### src/rtl/svc_guard_pkg.sv
package svc_guard_pkg;

    typedef enum logic [1:0] {
        GS_IDLE    = 2'd0,
        GS_TIMING  = 2'd1,
        GS_TRIPPED = 2'd2
    } guard_state_t;

    // Allowed host service time in microseconds per rate code.
    function automatic int unsigned budget_us(input logic [1:0] rate);
        int unsigned us;
        case (rate)
            2'd0:    us = 62;
            2'd1:    us = 30;
            2'd2:    us = 14;
            default: us = 6;
        endcase
        return us;
    endfunction

    // Allowed service time in clock cycles, rounded down.
    function automatic int unsigned budget_cycles(input longint unsigned clk_hz,
                                                  input logic [1:0] rate);
        longint unsigned prod;
        prod = clk_hz * 64'(budget_us(rate));
        return 32'(prod / 64'd1_000_000);
    endfunction

endpackage

### src/rtl/sig_edge.sv
module sig_edge #(
    parameter bit RISING = 1'b1
) (
    input  logic clk,
    input  logic rst_n,
    input  logic d,
    output logic pulse
);
    logic prev_q;

    always_ff @(posedge clk or negedge rst_n) begin
        if (!rst_n) prev_q <= 1'b0;
        else        prev_q <= d;
    end

    generate
        if (RISING) begin : g_rise
            assign pulse = d & ~prev_q;
        end else begin : g_fall
            assign pulse = ~d & prev_q;
        end
    endgenerate
endmodule

### src/rtl/rate_limit_lut.sv
module rate_limit_lut
    import svc_guard_pkg::*;
#(
    parameter longint unsigned CLK_HZ = 64'd8_000_000,
    parameter int unsigned     CW     = 9
) (
    input  logic [1:0]    rate_sel,
    output logic [CW-1:0] limit
);
    localparam int unsigned NRATES = 4;

    logic [CW-1:0] table_w [NRATES];

    generate
        for (genvar g = 0; g < NRATES; g++) begin : g_rate
            localparam int unsigned LIM = budget_cycles(CLK_HZ, 2'(g));
            assign table_w[g] = CW'(LIM);
        end
    endgenerate

    assign limit = table_w[rate_sel];
endmodule

### src/rtl/run_timer.sv
module run_timer #(
    parameter int unsigned CW = 9
) (
    input  logic          clk,
    input  logic          rst_n,
    input  logic          load,
    input  logic          advance,
    input  logic [CW-1:0] limit_in,
    output logic          expired
);
    logic [CW-1:0] cnt_q;
    logic [CW-1:0] lim_q;

    // The load edge counts as elapsed cycle 1.
    always_ff @(posedge clk or negedge rst_n) begin
        if (!rst_n) begin
            cnt_q <= '0;
            lim_q <= '0;
        end else if (load) begin
            cnt_q <= CW'(1);
            lim_q <= limit_in;
        end else if (advance && (cnt_q != '1)) begin
            cnt_q <= cnt_q + CW'(1);
        end
    end

    assign expired = (cnt_q >= lim_q);
endmodule

### src/rtl/svc_latency_guard.sv
module svc_latency_guard
    import svc_guard_pkg::*;
#(
    parameter longint unsigned CLK_HZ = 64'd8_000_000
) (
    input  logic       clk,
    input  logic       rst_n,
    input  logic       exec_en,
    input  logic       cmd_start,
    input  logic [1:0] rate_sel,
    input  logic       req_dma,
    input  logic       req_irq,
    input  logic       ack_dack,
    input  logic       ack_rd,
    input  logic       ack_wr,
    output logic       overrun_flag,
    output logic       abort_pulse
);
    localparam int unsigned MAX_LIMIT = budget_cycles(CLK_HZ, 2'd0);
    localparam int unsigned CW        = $clog2(MAX_LIMIT + 1) + 1;

    logic          req_any, ack_any;
    logic          req_rise, ack_fall;
    logic [CW-1:0] limit_sel;
    logic          expired;
    logic          start_timer;
    guard_state_t  state_q, state_d;

    assign req_any = req_dma | req_irq;
    assign ack_any = ack_dack | ack_rd | ack_wr;

    sig_edge #(.RISING(1'b1)) u_req_edge (
        .clk(clk), .rst_n(rst_n), .d(req_any), .pulse(req_rise)
    );

    sig_edge #(.RISING(1'b0)) u_ack_edge (
        .clk(clk), .rst_n(rst_n), .d(ack_any), .pulse(ack_fall)
    );

    rate_limit_lut #(.CLK_HZ(CLK_HZ), .CW(CW)) u_lut (
        .rate_sel(rate_sel), .limit(limit_sel)
    );

    run_timer #(.CW(CW)) u_timer (
        .clk      (clk),
        .rst_n    (rst_n),
        .load     (start_timer),
        .advance  (state_q == GS_TIMING),
        .limit_in (limit_sel),
        .expired  (expired)
    );

    // Next-state logic
    always_comb begin
        state_d = state_q;
        if (cmd_start) begin
            state_d = GS_IDLE;
        end else begin
            unique case (state_q)
                GS_IDLE: begin
                    if (exec_en && req_rise) state_d = GS_TIMING;
                end
                GS_TIMING: begin
                    if (!exec_en)      state_d = GS_IDLE;
                    else if (ack_fall) state_d = GS_IDLE;
                    else if (expired)  state_d = GS_TRIPPED;
                end
                GS_TRIPPED: state_d = GS_TRIPPED;
                default:    state_d = GS_IDLE;
            endcase
        end
    end

    assign start_timer = (state_q == GS_IDLE) && (state_d == GS_TIMING);

    // State register
    always_ff @(posedge clk or negedge rst_n) begin
        if (!rst_n) state_q <= GS_IDLE;
        else        state_q <= state_d;
    end

    // Output register
    always_ff @(posedge clk or negedge rst_n) begin
        if (!rst_n) begin
            overrun_flag <= 1'b0;
            abort_pulse  <= 1'b0;
        end else begin
            overrun_flag <= (state_d == GS_TRIPPED);
            abort_pulse  <= (state_q == GS_TIMING) && (state_d == GS_TRIPPED);
        end
    end
endmodule

### config.mk
export PLATFORM = sky130hd
export DESIGN_NAME = svc_latency_guard
export DESIGN_NICKNAME = d
export VERILOG_FILES = /design/src/rtl/svc_guard_pkg.sv /design/src/rtl/sig_edge.sv /design/src/rtl/rate_limit_lut.sv /design/src/rtl/run_timer.sv /design/src/rtl/svc_latency_guard.sv
export SDC_FILE = /design/constraint.sdc
export NUM_CORES = 1
export LEC_CHECK = 0
export ABC_AREA = 1
export BUFFER_PORTS_ARGS = -buffer_cell sky130_fd_sc_hd__buf_4
export CAP_MARGIN = 0
export CORE_MARGIN = 1
export CORE_UTILIZATION = 25
export CTS_CLUSTER_DIAMETER = 150
export DETAILED_ROUTE_END_ITERATION = 7
export GPL_TIMING_DRIVEN = 1
export HOLD_SLACK_MARGIN = 0.15
export SLEW_MARGIN = 20
export SYNTH_ARGS = -nofsm -noshare
export SYNTH_HDL_FRONTEND = slang
export SYNTH_SLANG_ARGS = --single-unit
### constraint.sdc
create_clock -name clk -period 2.1 [get_ports clk]
set_input_delay 0.42 -clock clk [delete_from_list [all_inputs] [get_ports clk]]
set_output_delay 0.42 -clock clk [all_outputs]
set_load 0.005 [all_outputs]
==> reports/qor.txt <==
run status -> completed
DIE WIDTH -> 71.9 um
cell taking the most area after synthesis -> dfrtp_1
vias per cell -> 3.85
Nets -> 200
RSZ-0062 raised after global routing -> false
Arr. time, crit path -> 1840 ps
R2R Setup Slk -> 420 ps
post-CTS sizing -> 0
Starting Density -> 25.9%
CP max FO -> 14
total CTS buffers -> 3
share of post-route cells with drive strength above 1 -> 16.6%
number of diodes -> 0
Initial DRC Count -> 41
commonest non-fill, non-tap cell in the layout -> nand2_1
sequential-to-total area share from yosys stat -> 40.9%
Worst Hold End -> u_ack_edge.prev_q$_DFF_PN0_
relative slew slack -> 82.1%
die height -> 71.9 um
worst vdd ir -> 259 uV
CP Class -> flop to flop
Post-Syn Area per Cell -> 7.41 um2
largest family of logic cells by synthesized area -> simple AND/OR/NAND/NOR gates
utilization after layout -> 31.0%
Yosys Warn Count -> 0
Compound-Gate Fraction of Synth Area -> 1.13%
top post-synthesis cells by area -> dfrtp_1 (41%), nand2_1 (13%), inv_1 (11%), nor2_1 (7.4%), ha_1 (7.2%)
Gate Count Post-Synth -> 165
Final Hold Viols -> 0
WL final -> 2120 um
Setup crit start kind -> flop
Synth Area in Simple Gates -> 35.3%
CTS tree -> done
H-tree levels -> 1
placer congestion estimate -> 0.804
Synth Area in XOR/XNOR -> 2.87%
clock latency on the worst-skew pair -> 260 ps
Required @ worst endpoint -> 2260 ps
CTS Sinks -> 20
largest net degree at the start of global routing -> 21
TNS Setup -> 0 ps
terminus of the critical flop-to-flop path -> u_timer.cnt_q[7]$_DFFE_PN0P_
Worst Hold Depth -> 3
Synth Area in Adders -> 7.16%
drt wl/cell -> 8.55 um
Cell Rows -> 25
flops & latches, synth -> 20
Antenna Nets Post-Route -> 0
reg-to-reg startpoint -> u_timer.cnt_q[5]$_DFFE_PN0P_
most frequent cells in the layout -> nand2_1 (43), inv_1 (35), nor2_1 (24)
pwr/cell area -> 689 nW/um2
Worst-Margin Slew -> 269 ps
worst-case clock buffer depth -> 2
die footprint -> 5170 um2
worst r2r path cells -> 11
f_max -> 594 MHz
drt pass-1 iters -> 4
top-area cell type share of the netlist area -> 40.9%
vias in the first global route -> 945
setup violators final -> 0
synthesized net count -> 183
pre-CTS WS -> 418 ps
post-DP HPWL -> 1670 um
beginning of the worst hold path -> ack_wr
initial antenna violation count -> 0
Synth cell types -> 22
synthesized area -> 1220 um2
fin crit period -> 1680 ps
post-CTS setup buffer count -> 0
slack of the critical path -> 417 ps
Vias -> 956
Top Ports -> 13
worst clock skew -> 7.67 ps
P_leak -> 0.834 nW
post-synthesis mux area share -> 0%
max-slew violation total from the final report -> 0
Worst setup EP type -> flop
global route overflow -> 0
Core Box Area -> 4720 um2
global-route wire length before repair -> 3980 um
MaxCap Viol Count -> 0
Area growth syn-to-layout -> 20.0%
Remaining DRCs -> 0
CTS clk-pin slew, worst paths -> 80 ps
Total GRT Usage -> 10.0%
CTS root buf -> clkbuf_8
Hold WC Path Type -> input port to flop
Port-buffer cells -> 12
crit share post-route -> 80.1%
## worst max-delay path, cell delays in order, from the launching register on
cell	delay, ps
dfrtp_1	430
ha_1	280
inv_1	70
nor2_1	40
nor2_1	80
nand2_1	70
nand2_1	100
nand3_2	90
nand2_4	100
nand3_4	170
nand2_1	120
inv_1	40
## cell type report
class	count	area (um2)
clock buffers	3	41.3
clock inverters	1	30.0
fillers	539	3260
inverters	38	143
multi-input cells	106	568
flip-flops and latches	20	500
well taps	67	83.8
repair buffers	13	100
## routing by layer
| metal | part of all wire (%) | GRT usage [%] | vias up |
|---|---|---|---|
| li1 | - | - | 523 |
| met1 | 51 | 12.3 | 420 |
| met2 | 44 | 16.2 | 9 |
| met3 | 2.4 | 2.50 | 4 |
| met4 | 2.6 | 5.23 | 0 |
| met5 | 0 | 0 | - |
## power by group
group | switching [mW] | internal [mW]
Clock | 0.133 | 0.255
Sequential | 0.0370 | 0.425
Combinational | 0.0897 | 0.0714
Total | 0.260 | 0.751
## worst max-delay path by stage
stage | startpoint | end | slack (ps) | depth (start not counted)
final | u_timer.cnt_q[5]$_DFFE_PN0P_ | u_timer.cnt_q[7]$_DFFE_PN0P_ | 420 | 11
after global routing | u_timer.cnt_q[4]$_DFFE_PN0P_ | u_timer.cnt_q[7]$_DFFE_PN0P_ | 230 | 12
after CTS | u_timer.cnt_q[5]$_DFFE_PN0P_ | u_timer.cnt_q[7]$_DFFE_PN0P_ | 390 | 11
after detailed placement | u_timer.cnt_q[5]$_DFFE_PN0P_ | u_timer.cnt_q[7]$_DFFE_PN0P_ | 420 | 11
after global placement | u_timer.cnt_q[5]$_DFFE_PN0P_ | u_timer.cnt_q[3]$_DFFE_PN0P_ | 440 | 11
after floorplan | u_timer.cnt_q[5]$_DFFE_PN0P_ | u_timer.cnt_q[3]$_DFFE_PN0P_ | 560 | 12
## synthesized netlist by cell type (all sizes together)
library cell   n
nand3         12
a21oi          1
ha             7
xor2           3
xnor2          1
nand2         47
inv           38
or2            2
o21ai          1
nor3           1
nor2          25
dfrtp         20
buf            1
nand4          5
nor3b          1
## metrics by stage
step	hold slack (ps)	cell area, um2	std cells	power, mW
2_1_floorplan	124	1220	165	0.579
3_3_place_gp	320	1390	243	0.631
3_5_place_dp	321	1390	243	0.633
4_1_cts	339	1470	248	1.03
5_1_grt	352	1470	248	1.08
6_report	342	1470	248	1.01
## cell families (layout without fill, tap and decap cells)
group / after synthesis / in the layout
and+or+nand+nor: 93 / 93
buffers and inverters: 39 / 55
DFF: 20 / 20
adders and majority gates: 7 / 7
xor gates and xnor gates: 4 / 4
AOI/OAI and AO/OA: 2 / 2
## state kept, by name, summed over array words and instances, names as in the netlist
name and count:
overrun_flag 1, u_timer.lim_q 4, u_ack_edge.prev_q 1, u_timer.cnt_q 10, u_req_edge.prev_q 1, state_q 2, abort_pulse 1
## repair_timing
| item | 4_1_cts | 5_1_grt |
|---|---|---|
| endpoints found under the hold margin | 20 | 0 |
| setup endpoints to repair | 0 | 0 |
| hold buffers | 1 | 0 |
Power figures use the tool's default switching activity.
